==> config.mk <==
export PLATFORM = sky130hd
export DESIGN_NAME = regbank_top
export DESIGN_NICKNAME = d
export VERILOG_FILES = /design/src/rtl/regbank_pkg.sv /design/src/rtl/regbank_wlane.sv /design/src/rtl/regbank_rmux.sv /design/src/rtl/regbank_top.sv
export SDC_FILE = /design/constraint.sdc
export NUM_CORES = 2
export LEC_CHECK = 0
export ABC_CLOCK_PERIOD_IN_PS = 12500
export BUFFER_PORTS_ARGS = -buffer_cell sky130_fd_sc_hd__buf_2
export CAP_MARGIN = 5
export CORE_ASPECT_RATIO = 1.5
export CORE_MARGIN = 8
export CORE_UTILIZATION = 45
export DETAILED_ROUTE_END_ITERATION = 7
export GPL_TIMING_DRIVEN = 0
export SLEW_MARGIN = 20
export SYNTH_ARGS = -nofsm -noshare
export SYNTH_HDL_FRONTEND = slang
export SYNTH_HIERARCHICAL = 1
export SYNTH_SLANG_ARGS = --single-unit
==> constraint.sdc <==
create_clock -name clk_i -period 12.5 [get_ports clk_i]
set_input_delay 0.625 -clock clk_i [delete_from_list [all_inputs] [get_ports clk_i]]
set_output_delay 0.625 -clock clk_i [all_outputs]
set_load 0.01 [all_outputs]
==> src/rtl/regbank_pkg.sv <==
package regbank_pkg;

    localparam int HW_W     = 16;
    localparam int DSTAT_W  = 3;
    localparam int SSTAT_W  = 4;
    localparam int SND_ON_BIT = 7;
    localparam logic [HW_W-1:0] DBG_KEY_VAL = 16'hC0DE;
    localparam logic [HW_W-1:0] DBG_ID_VAL  = 16'h1DEA;

    localparam logic [1:0] SZ_BYTE = 2'd0;
    localparam logic [1:0] SZ_HALF = 2'd1;
    localparam logic [1:0] SZ_WORD = 2'd2;

    // halfword indices
    localparam int IX_DISP_CTRL = 0;
    localparam int IX_DISP_STAT = 1;
    localparam int IX_LINE      = 2;
    localparam int IX_AFF_A     = 3;
    localparam int IX_AFF_D     = 4;
    localparam int IX_SND_TONE  = 5;
    localparam int IX_SND_MIX   = 6;
    localparam int IX_SND_MAIN  = 7;
    localparam int IX_SND_BIAS  = 8;
    localparam int IX_DMA_SRC_L = 9;
    localparam int IX_DMA_SRC_H = 10;
    localparam int IX_DMA_LEN   = 11;
    localparam int IX_DMA_CTL   = 12;
    localparam int IX_TMR0_CTL  = 13;
    localparam int IX_TMR1_CTL  = 14;
    localparam int IX_KEY_STATE = 15;
    localparam int IX_KEY_CTL   = 16;
    localparam int IX_IRQ_EN    = 17;
    localparam int IX_IRQ_FLAG  = 18;
    localparam int IX_WAIT_CTL  = 19;
    localparam int IX_IRQ_MAST  = 20;
    localparam int IX_RSVD      = 21;
    localparam int IX_DBG       = 22;
    localparam int IX_LAST      = 22;

    typedef enum logic [1:0] {WK_NONE, WK_MASK, WK_W1C, WK_KEY} wkind_e;
    typedef enum logic [2:0] {RK_PLAIN, RK_OPEN, RK_ZERO, RK_GATED,
                              RK_STAT, RK_LINE, RK_MAIN, RK_DBG} rkind_e;

    function automatic wkind_e wkind(input int idx);
        case (idx)
            IX_LINE, IX_KEY_STATE, IX_RSVD: return WK_NONE;
            IX_IRQ_FLAG:                    return WK_W1C;
            IX_DBG:                         return WK_KEY;
            default:                        return (idx <= IX_LAST) ? WK_MASK : WK_NONE;
        endcase
    endfunction

    function automatic logic [HW_W-1:0] wmask(input int idx);
        case (idx)
            IX_DISP_STAT:             return 16'hFFF8;
            IX_SND_MIX:               return 16'h770F;
            IX_SND_MAIN:              return 16'h0080;
            IX_TMR0_CTL, IX_TMR1_CTL: return 16'h00C7;
            IX_KEY_CTL:               return 16'hC3FF;
            IX_IRQ_EN, IX_IRQ_FLAG:   return 16'h3FFF;
            IX_WAIT_CTL:              return 16'h5FFF;
            IX_IRQ_MAST:              return 16'h0001;
            default:                  return 16'hFFFF;
        endcase
    endfunction

    function automatic rkind_e rkind(input int idx);
        case (idx)
            IX_DISP_STAT:               return RK_STAT;
            IX_LINE:                    return RK_LINE;
            IX_SND_TONE, IX_SND_MIX:    return RK_GATED;
            IX_SND_MAIN:                return RK_MAIN;
            IX_DMA_SRC_L, IX_DMA_SRC_H: return RK_OPEN;
            IX_DMA_LEN, IX_RSVD:        return RK_ZERO;
            IX_DBG:                     return RK_DBG;
            default:                    return (idx <= IX_LAST) ? RK_PLAIN : RK_OPEN;
        endcase
    endfunction

    function automatic logic [HW_W-1:0] rst_val(input int idx);
        case (idx)
            IX_DISP_CTRL:       return 16'h0080;
            IX_AFF_A, IX_AFF_D: return 16'h0100;
            IX_SND_BIAS:        return 16'h0200;
            IX_KEY_STATE:       return 16'h03FF;
            default:            return 16'h0000;
        endcase
    endfunction

endpackage

==> src/rtl/regbank_wlane.sv <==
module regbank_wlane
    import regbank_pkg::*;
#(
    parameter int IDX_W = 5
) (
    input  logic             en_i,
    input  logic [IDX_W-1:0] idx_i,
    input  logic [HW_W-1:0]  data_i,
    input  logic [1:0]       be_i,
    input  logic [HW_W-1:0]  old_i,
    output logic             hit_o,
    output logic [HW_W-1:0]  new_o
);
    wkind_e          kind;
    logic [HW_W-1:0] mask;
    logic [HW_W-1:0] base;
    logic [HW_W-1:0] merged;

    always_comb begin
        kind = wkind(int'(idx_i));
        mask = wmask(int'(idx_i));
        // flags merge against zero so the untouched byte clears nothing
        base = (kind == WK_W1C) ? '0 : old_i;
        merged[7:0]  = be_i[0] ? data_i[7:0]  : base[7:0];
        merged[15:8] = be_i[1] ? data_i[15:8] : base[15:8];
        case (kind)
            WK_MASK: new_o = (old_i & ~mask) | (merged & mask);
            WK_W1C:  new_o = old_i & ~(merged & mask);
            WK_KEY:  new_o = {15'b0, merged == DBG_KEY_VAL};
            default: new_o = old_i;
        endcase
        hit_o = en_i && (kind != WK_NONE);
    end
endmodule

==> src/rtl/regbank_rmux.sv <==
module regbank_rmux
    import regbank_pkg::*;
#(
    parameter int IDX_W  = 5,
    parameter int LINE_W = 8
) (
    input  logic [IDX_W-1:0]   idx_i,
    input  logic [HW_W-1:0]    word_i,
    input  logic               snd_on_i,
    input  logic               dbg_on_i,
    input  logic [LINE_W-1:0]  line_i,
    input  logic [DSTAT_W-1:0] disp_stat_i,
    input  logic [SSTAT_W-1:0] snd_stat_i,
    input  logic [HW_W-1:0]    open_bus_i,
    output logic [HW_W-1:0]    data_o
);
    always_comb begin
        case (rkind(int'(idx_i)))
            RK_PLAIN: data_o = word_i;
            RK_ZERO:  data_o = '0;
            RK_GATED: data_o = snd_on_i ? word_i : '0;
            RK_STAT:  data_o = {word_i[HW_W-1:DSTAT_W], disp_stat_i};
            RK_LINE:  data_o = HW_W'(line_i);
            RK_MAIN:  data_o = {8'b0, word_i[SND_ON_BIT], 3'b0, snd_stat_i};
            RK_DBG:   data_o = dbg_on_i ? DBG_ID_VAL : open_bus_i;
            default:  data_o = open_bus_i;
        endcase
    end
endmodule

==> src/rtl/regbank_top.sv <==
module regbank_top
    import regbank_pkg::*;
#(
    parameter int ADDR_W = 6,
    parameter int LINE_W = 8,
    parameter int KEY_W  = 10,
    parameter int IRQ_W  = 14
) (
    input  logic                  clk_i,
    input  logic                  rst_ni,
    input  logic                  wr_en_i,
    input  logic [1:0]            wr_size_i,
    input  logic [ADDR_W-1:0]     wr_addr_i,
    input  logic [31:0]           wr_data_i,
    input  logic                  rd_en_i,
    input  logic [ADDR_W-1:0]     rd_addr_i,
    output logic [15:0]           rd_data_o,
    output logic                  rd_valid_o,
    input  logic [15:0]           open_bus_i,
    input  logic [LINE_W-1:0]     line_i,
    input  logic [2:0]            disp_stat_i,
    input  logic [3:0]            snd_stat_i,
    input  logic [KEY_W-1:0]      keys_i,
    input  logic [IRQ_W-1:0]      irq_set_i,
    output logic [1:0]            evt_valid_o,
    output logic [2*ADDR_W-3:0]   evt_idx_o,
    output logic [31:0]           evt_data_o
);
    localparam int IDX_W     = ADDR_W - 1;
    localparam int NUM_HW    = 1 << IDX_W;
    localparam int NUM_LANES = 2;

    typedef struct packed {
        logic [NUM_HW-1:0][HW_W-1:0]    regs;
        logic [HW_W-1:0]                rdata;
        logic                           rvalid;
        logic [NUM_LANES-1:0]           ev_v;
        logic [NUM_LANES-1:0][IDX_W-1:0] ev_i;
        logic [NUM_LANES-1:0][HW_W-1:0] ev_d;
    } state_t;

    state_t s_d, s_q;

    logic [NUM_LANES-1:0]            lane_en;
    logic [NUM_LANES-1:0][IDX_W-1:0] lane_idx;
    logic [NUM_LANES-1:0][HW_W-1:0]  lane_data;
    logic [NUM_LANES-1:0][1:0]       lane_be;
    logic [NUM_LANES-1:0][HW_W-1:0]  lane_old;
    logic [NUM_LANES-1:0]            lane_hit;
    logic [NUM_LANES-1:0][HW_W-1:0]  lane_new;

    logic [IDX_W-1:0] rd_idx;
    logic [HW_W-1:0]  rd_word;
    logic             snd_on_q, dbg_on_q;
    logic [HW_W-1:0]  irq_flag_q, snd_main_q;

    // ---- lane setup: byte / half use lane 0, word splits over both ----
    always_comb begin
        lane_en   = '0;
        lane_idx  = '0;
        lane_data = '0;
        lane_be   = '0;
        case (wr_size_i)
            SZ_BYTE: begin
                lane_en[0]   = wr_en_i;
                lane_idx[0]  = wr_addr_i[ADDR_W-1:1];
                lane_data[0] = {wr_data_i[7:0], wr_data_i[7:0]};
                lane_be[0]   = wr_addr_i[0] ? 2'b10 : 2'b01;
            end
            SZ_HALF: begin
                lane_en[0]   = wr_en_i;
                lane_idx[0]  = wr_addr_i[ADDR_W-1:1];
                lane_data[0] = wr_data_i[15:0];
                lane_be[0]   = 2'b11;
            end
            SZ_WORD: begin
                lane_en      = {NUM_LANES{wr_en_i}};
                lane_idx[0]  = {wr_addr_i[ADDR_W-1:2], 1'b0};
                lane_idx[1]  = {wr_addr_i[ADDR_W-1:2], 1'b1};
                lane_data[0] = wr_data_i[15:0];
                lane_data[1] = wr_data_i[31:16];
                lane_be      = {NUM_LANES{2'b11}};
            end
            default: ;
        endcase
        for (int g = 0; g < NUM_LANES; g++) begin
            lane_old[g] = s_q.regs[lane_idx[g]];
        end
    end

    generate
        for (genvar g = 0; g < NUM_LANES; g++) begin : g_lane
            regbank_wlane #(.IDX_W(IDX_W)) u_wlane (
                .en_i   (lane_en[g]),
                .idx_i  (lane_idx[g]),
                .data_i (lane_data[g]),
                .be_i   (lane_be[g]),
                .old_i  (lane_old[g]),
                .hit_o  (lane_hit[g]),
                .new_o  (lane_new[g])
            );
        end
    endgenerate

    // ---- read path ----
    assign rd_idx     = rd_addr_i[ADDR_W-1:1];
    assign rd_word    = s_q.regs[rd_idx];
    assign snd_on_q   = s_q.regs[IX_SND_MAIN][SND_ON_BIT];
    assign dbg_on_q   = s_q.regs[IX_DBG][0];
    assign irq_flag_q = s_q.regs[IX_IRQ_FLAG];
    assign snd_main_q = s_q.regs[IX_SND_MAIN];

    logic [HW_W-1:0] rd_mux;

    regbank_rmux #(.IDX_W(IDX_W), .LINE_W(LINE_W)) u_rmux (
        .idx_i       (rd_idx),
        .word_i      (rd_word),
        .snd_on_i    (snd_on_q),
        .dbg_on_i    (dbg_on_q),
        .line_i      (line_i),
        .disp_stat_i (disp_stat_i),
        .snd_stat_i  (snd_stat_i),
        .open_bus_i  (open_bus_i),
        .data_o      (rd_mux)
    );

    // ---- next state ----
    always_comb begin
        s_d = s_q;
        s_d.regs[IX_KEY_STATE] = HW_W'(keys_i);
        for (int g = 0; g < NUM_LANES; g++) begin
            if (lane_hit[g]) begin
                s_d.regs[lane_idx[g]] = lane_new[g];
            end
            s_d.ev_v[g] = lane_hit[g];
            s_d.ev_i[g] = lane_idx[g];
            s_d.ev_d[g] = lane_new[g];
        end
        // peripheral set pulses win over a same-cycle clear
        s_d.regs[IX_IRQ_FLAG] = s_d.regs[IX_IRQ_FLAG] | HW_W'(irq_set_i);
        s_d.rvalid = rd_en_i;
        if (rd_en_i) begin
            s_d.rdata = rd_mux;
        end
    end

    always_ff @(posedge clk_i) begin
        if (!rst_ni) begin
            for (int i = 0; i < NUM_HW; i++) begin
                s_q.regs[i] <= rst_val(i);
            end
            s_q.rdata  <= '0;
            s_q.rvalid <= 1'b0;
            s_q.ev_v   <= '0;
            s_q.ev_i   <= '0;
            s_q.ev_d   <= '0;
        end else begin
            s_q <= s_d;
        end
    end

    assign rd_data_o   = s_q.rdata;
    assign rd_valid_o  = s_q.rvalid;
    assign evt_valid_o = s_q.ev_v;
    assign evt_idx_o   = s_q.ev_i;
    assign evt_data_o  = s_q.ev_d;

endmodule

==> key figures <==
STA
  – Setup Skew: 0.0316 ns
  – RSZ-0062 raised after global routing: false
  – Final count of hold timing violations: 0
  – Count of pins over their slew limit: 0
  – Min cycle time layout: 7.87 ns
  – Highest attainable clock frequency: 127 MHz
  – Setup Viol. Count Final: 0
  – Slew at the pin with the worst max-slew slack: 1.38 ns
  – Share of the clock period used by the worst path: 62.9%
  – Worst slew margin relative to its limit: 8.24%
  – Total negative slack for setup checks: 0 ns

Worst setup path
  – FF-to-FF setup slack: 7.03 ns
  – Capturing element of the worst setup path: s_q[116]
  – Cells on worst reg2reg path: 11
  – Critical register-to-register path startpoint: s_q[404]
  – Nature of the critical path endpoint: flop
  – Endpoint of the worst-slack reg-to-reg timing path: s_q[532]
  – Data arrival at the endpoint of the critical path: 8.44 ns
  – Critical path peak fanout: 10
  – Data required time of the critical path: 13.08 ns
  – Critical Setup Path Class: in2reg
  – Startpoint type of the worst setup path: input port
  – Start point of the critical path: wr_size_i[0]

Clock network
  – Maximum count of clock buffers along a single path: 3
  – Post-CTS setup repair buffer count: 0
  – Clock buffer count from CTS: 59
  – CTS sink cnt: 573
  – Clock input transition at the sequential cells of the worst setup and hold paths: 0.07 ns
  – Clk Latency, worst-skew pair: 0.71 ns
  – Hold buffer count at CTS: 0
  – Cell at the root of the clock tree: sky130_fd_sc_hd__clkbuf_16
  – Number of gates given a new drive strength after cts: 0
  – H-tree levels: 2
  – CTS tree: done

Routing
  – Detailed Route Iter0 Violations: 6,381
  – Aggregate routed wire length: 237 mm
  – Drt drc: 5
  – Average via count per standard cell: 7.19
  – Routed wirelength normalized by instance count: 41.6 µm
  – Number of detailed-route iterations in the first pass: 8
  – DR vias: 40,900
  – Final ANT Viol Nets: 0

Run
  – Number of maximum-capacitance constraint violations: 0

Power
  – P_leak: 0.0156 µW
  – Power share of the sequential group: 38.3%
  – Part of the power in combinational logic: 21.1%
  – Clk pwr share: 40.6%
  – Net Sw Power: 1700 µW
  – Cell internal power dissipation: 3180 µW
  – Worst VDD drop: 0.122 mV
  – Total power density per cell area: 120 nW/µm²
  – Sw frac: 34.8%

Placement
  – Routability congestion estimate from global placement: 1.09
  – I/O Buffers: 157
  – Post-placement cell count: 5,562
  – DP HPWL: 181 mm

Synth
  – Share of synthesized area occupied by flip-flops and latches: 31.5%
  – Number of distinct library cells after synthesis: 73
  – Total standard cell area after synthesis: 36,400 µm²
  – Flop and latch count out of synthesis: 573
  – Share of synthesized flip-flops with an asynchronous set or reset: 0%
  – Synthesized Nets: 4,485
  – Post-synth EDFFs: 0
  – Flip-flop cell with the highest count after synthesis: sky130_fd_sc_hd__dfxtp_1
  – Cells after synthesis: 4,365
  – Count of warnings emitted by yosys: 6
  – Syn Area/Cell: 8.34 µm²

Global routing
  – Vias in the first global route: 38,800
  – Congestion Overflow GR: 0
  – Global-route wire length before repair: 317 mm
  – GR Util All Layers: 51.1%
  – Number of antenna violations at the first check in global routing: 32
  – Pin count of the biggest net entering global routing: 19

Layout
  – Fraction of layout cells with a size suffix above 1: 16.6%
  – P&R area growth vs syn: 11.7%
  – Highest-count cells in the layout ignoring fill and taps: sky130_fd_sc_hd__nand2_1 (860), sky130_fd_sc_hd__dfxtp_1 (573), sky130_fd_sc_hd__nor2_1 (333)
  – Total number of nets in the final design: 4,703
  – Most common cell after layout, fill and taps aside: sky130_fd_sc_hd__nand2_1
  – Final std cells w/o fill: 5,689

Hold path
  – HP Start: irq_set_i[3]
  – Tightest Hold Check Type: in2reg
  – Cell count of the worst hold path: 3

Floorplan
  – Initial core utilization: 45.1%
  – Overall die width: 248 µm
  – Count of boundary I/O pins: 166
  – Die height: 364 µm
  – Count of standard-cell rows: 128
  – Area enclosed by the die boundary: 90,400 µm²
  – Core outline area: 80,700 µm²

Run status
  – Result of the run: complete, but fails checks
  – Violated checks: DRC
==> kinds of logic after synthesis <==
group	after synthesis	share of synthesized area, %
muxes	550	23.1
buffers and inverters	585	7.20
adders and majority gates	15	0.516
and+or+nand+nor	1707	20.7
DFF	573	31.5
AOI/OAI and AO/OA	935	17.0
==> stage by stage <==
step | hold WS, ns | cell area, µm² | worst slack (ns) | power, µW | utilization (%)
2_1_floorplan | 0.442 | 36400 | 7.78 | 2370 | -
3_3_place_gp | 0.460 | 38500 | 4.51 | 2850 | 47.7
3_5_place_dp | 0.464 | 38500 | 4.55 | 2850 | 47.7
4_1_cts | 0.168 | 40600 | 5.22 | 4760 | 50.3
5_1_grt | 0.194 | 40600 | 4.71 | 4910 | 50.3
6_report | 0.170 | 40700 | 4.63 | 4890 | 50.4
==> area by class of cell <==
| cell class | count | area (µm²) |
|---|---|---|
| repair buffers | 157 | 786 |
| flip-flops and latches | 573 | 11500 |
| clock inverters | 26 | 370 |
| plain buffers | 541 | 2510 |
| well taps | 1040 | 1300 |
| multi-input cells | 3207 | 22300 |
| inverters | 44 | 165 |
| clock buffers | 78 | 1680 |
| fillers | 8041 | 40100 |
| diodes | 23 | 57.6 |
==> flip-flops by register name (all words and copies together), names as in the netlist <==
signal / count
snd_main_q: 16
rd_valid_o: 1
rd_data_o: 16
evt_data_o: 32
evt_valid_o: 2
irq_flag_q: 16
dbg_on_q: 1
s_q: 479
evt_idx_o: 10
==> power by group through the flow <==
stage / combinational [µW] / sequential [µW] / clock (µW)
5_1_grt: 1010 / 1870 / 2020
3_5_place_dp: 934 / 1910 / 0
3_3_place_gp: 935 / 1910 / 0
6_report: 1030 / 1870 / 1980
2_1_floorplan: 464 / 1900 / 0
4_1_cts: 937 / 1870 / 1960
==> worst max-delay path, cell delays in order <==
cell                       delay, ns
sky130_fd_sc_hd__buf_2          0.13
sky130_fd_sc_hd__inv_1          0.07
sky130_fd_sc_hd__ha_1           0.26
sky130_fd_sc_hd__o21ai_1        0.43
sky130_fd_sc_hd__clkbuf_1       0.45
sky130_fd_sc_hd__clkbuf_1       0.87
sky130_fd_sc_hd__clkbuf_1       0.99
sky130_fd_sc_hd__nand3_1        0.20
sky130_fd_sc_hd__a32oi_1        0.59
sky130_fd_sc_hd__nand4_1        0.63
sky130_fd_sc_hd__nor3b_1        0.36
sky130_fd_sc_hd__a21oi_1        0.16
sky130_fd_sc_hd__nor2_1         0.06
sky130_fd_sc_hd__nor3_1         0.17
sky130_fd_sc_hd__buf_1          0.96
sky130_fd_sc_hd__clkbuf_1       0.97
sky130_fd_sc_hd__nand3_1        0.15
sky130_fd_sc_hd__a311oi_1       0.35
==> layer usage <==
layer | share of wire [%] | vias up | wire length, µm | GRT usage (%)
met2 | 42 | 3689 | 100000 | 75.7
li1 | - | 16200 | - | -
met4 | 14 | 8 | 32200 | 55.5
met5 | 0.024 | - | 57 | 0.218
met1 | 31 | 19500 | 74200 | 51.6
met3 | 13 | 1546 | 30100 | 21.3
==> how the worst min path moves through the flow <==
stage	to
final	irq_flag_q[3]
after global routing	irq_flag_q[3]
after CTS	irq_flag_q[7]
after detailed placement	s_q[93]
after global placement	s_q[514]
after floorplan	s_q[460]
==> cell usage after synthesis (all sizes together), types with 72 or more instances <==
library cell  count  share of area [%]
nand2           862                8.9
dfxtp           573                 32
nor2            333                3.4
clkbuf          303                3.1
a21oi           299                4.1
mux2i           294                8.1
nand3           267                3.8
buf             238                3.6
mux4            229                 14
o21ai           196                2.7
a311oi          113                2.7
and2             77                1.3
a31oi            72                1.2
Note: power is estimated with default switching activity, not from simulation.
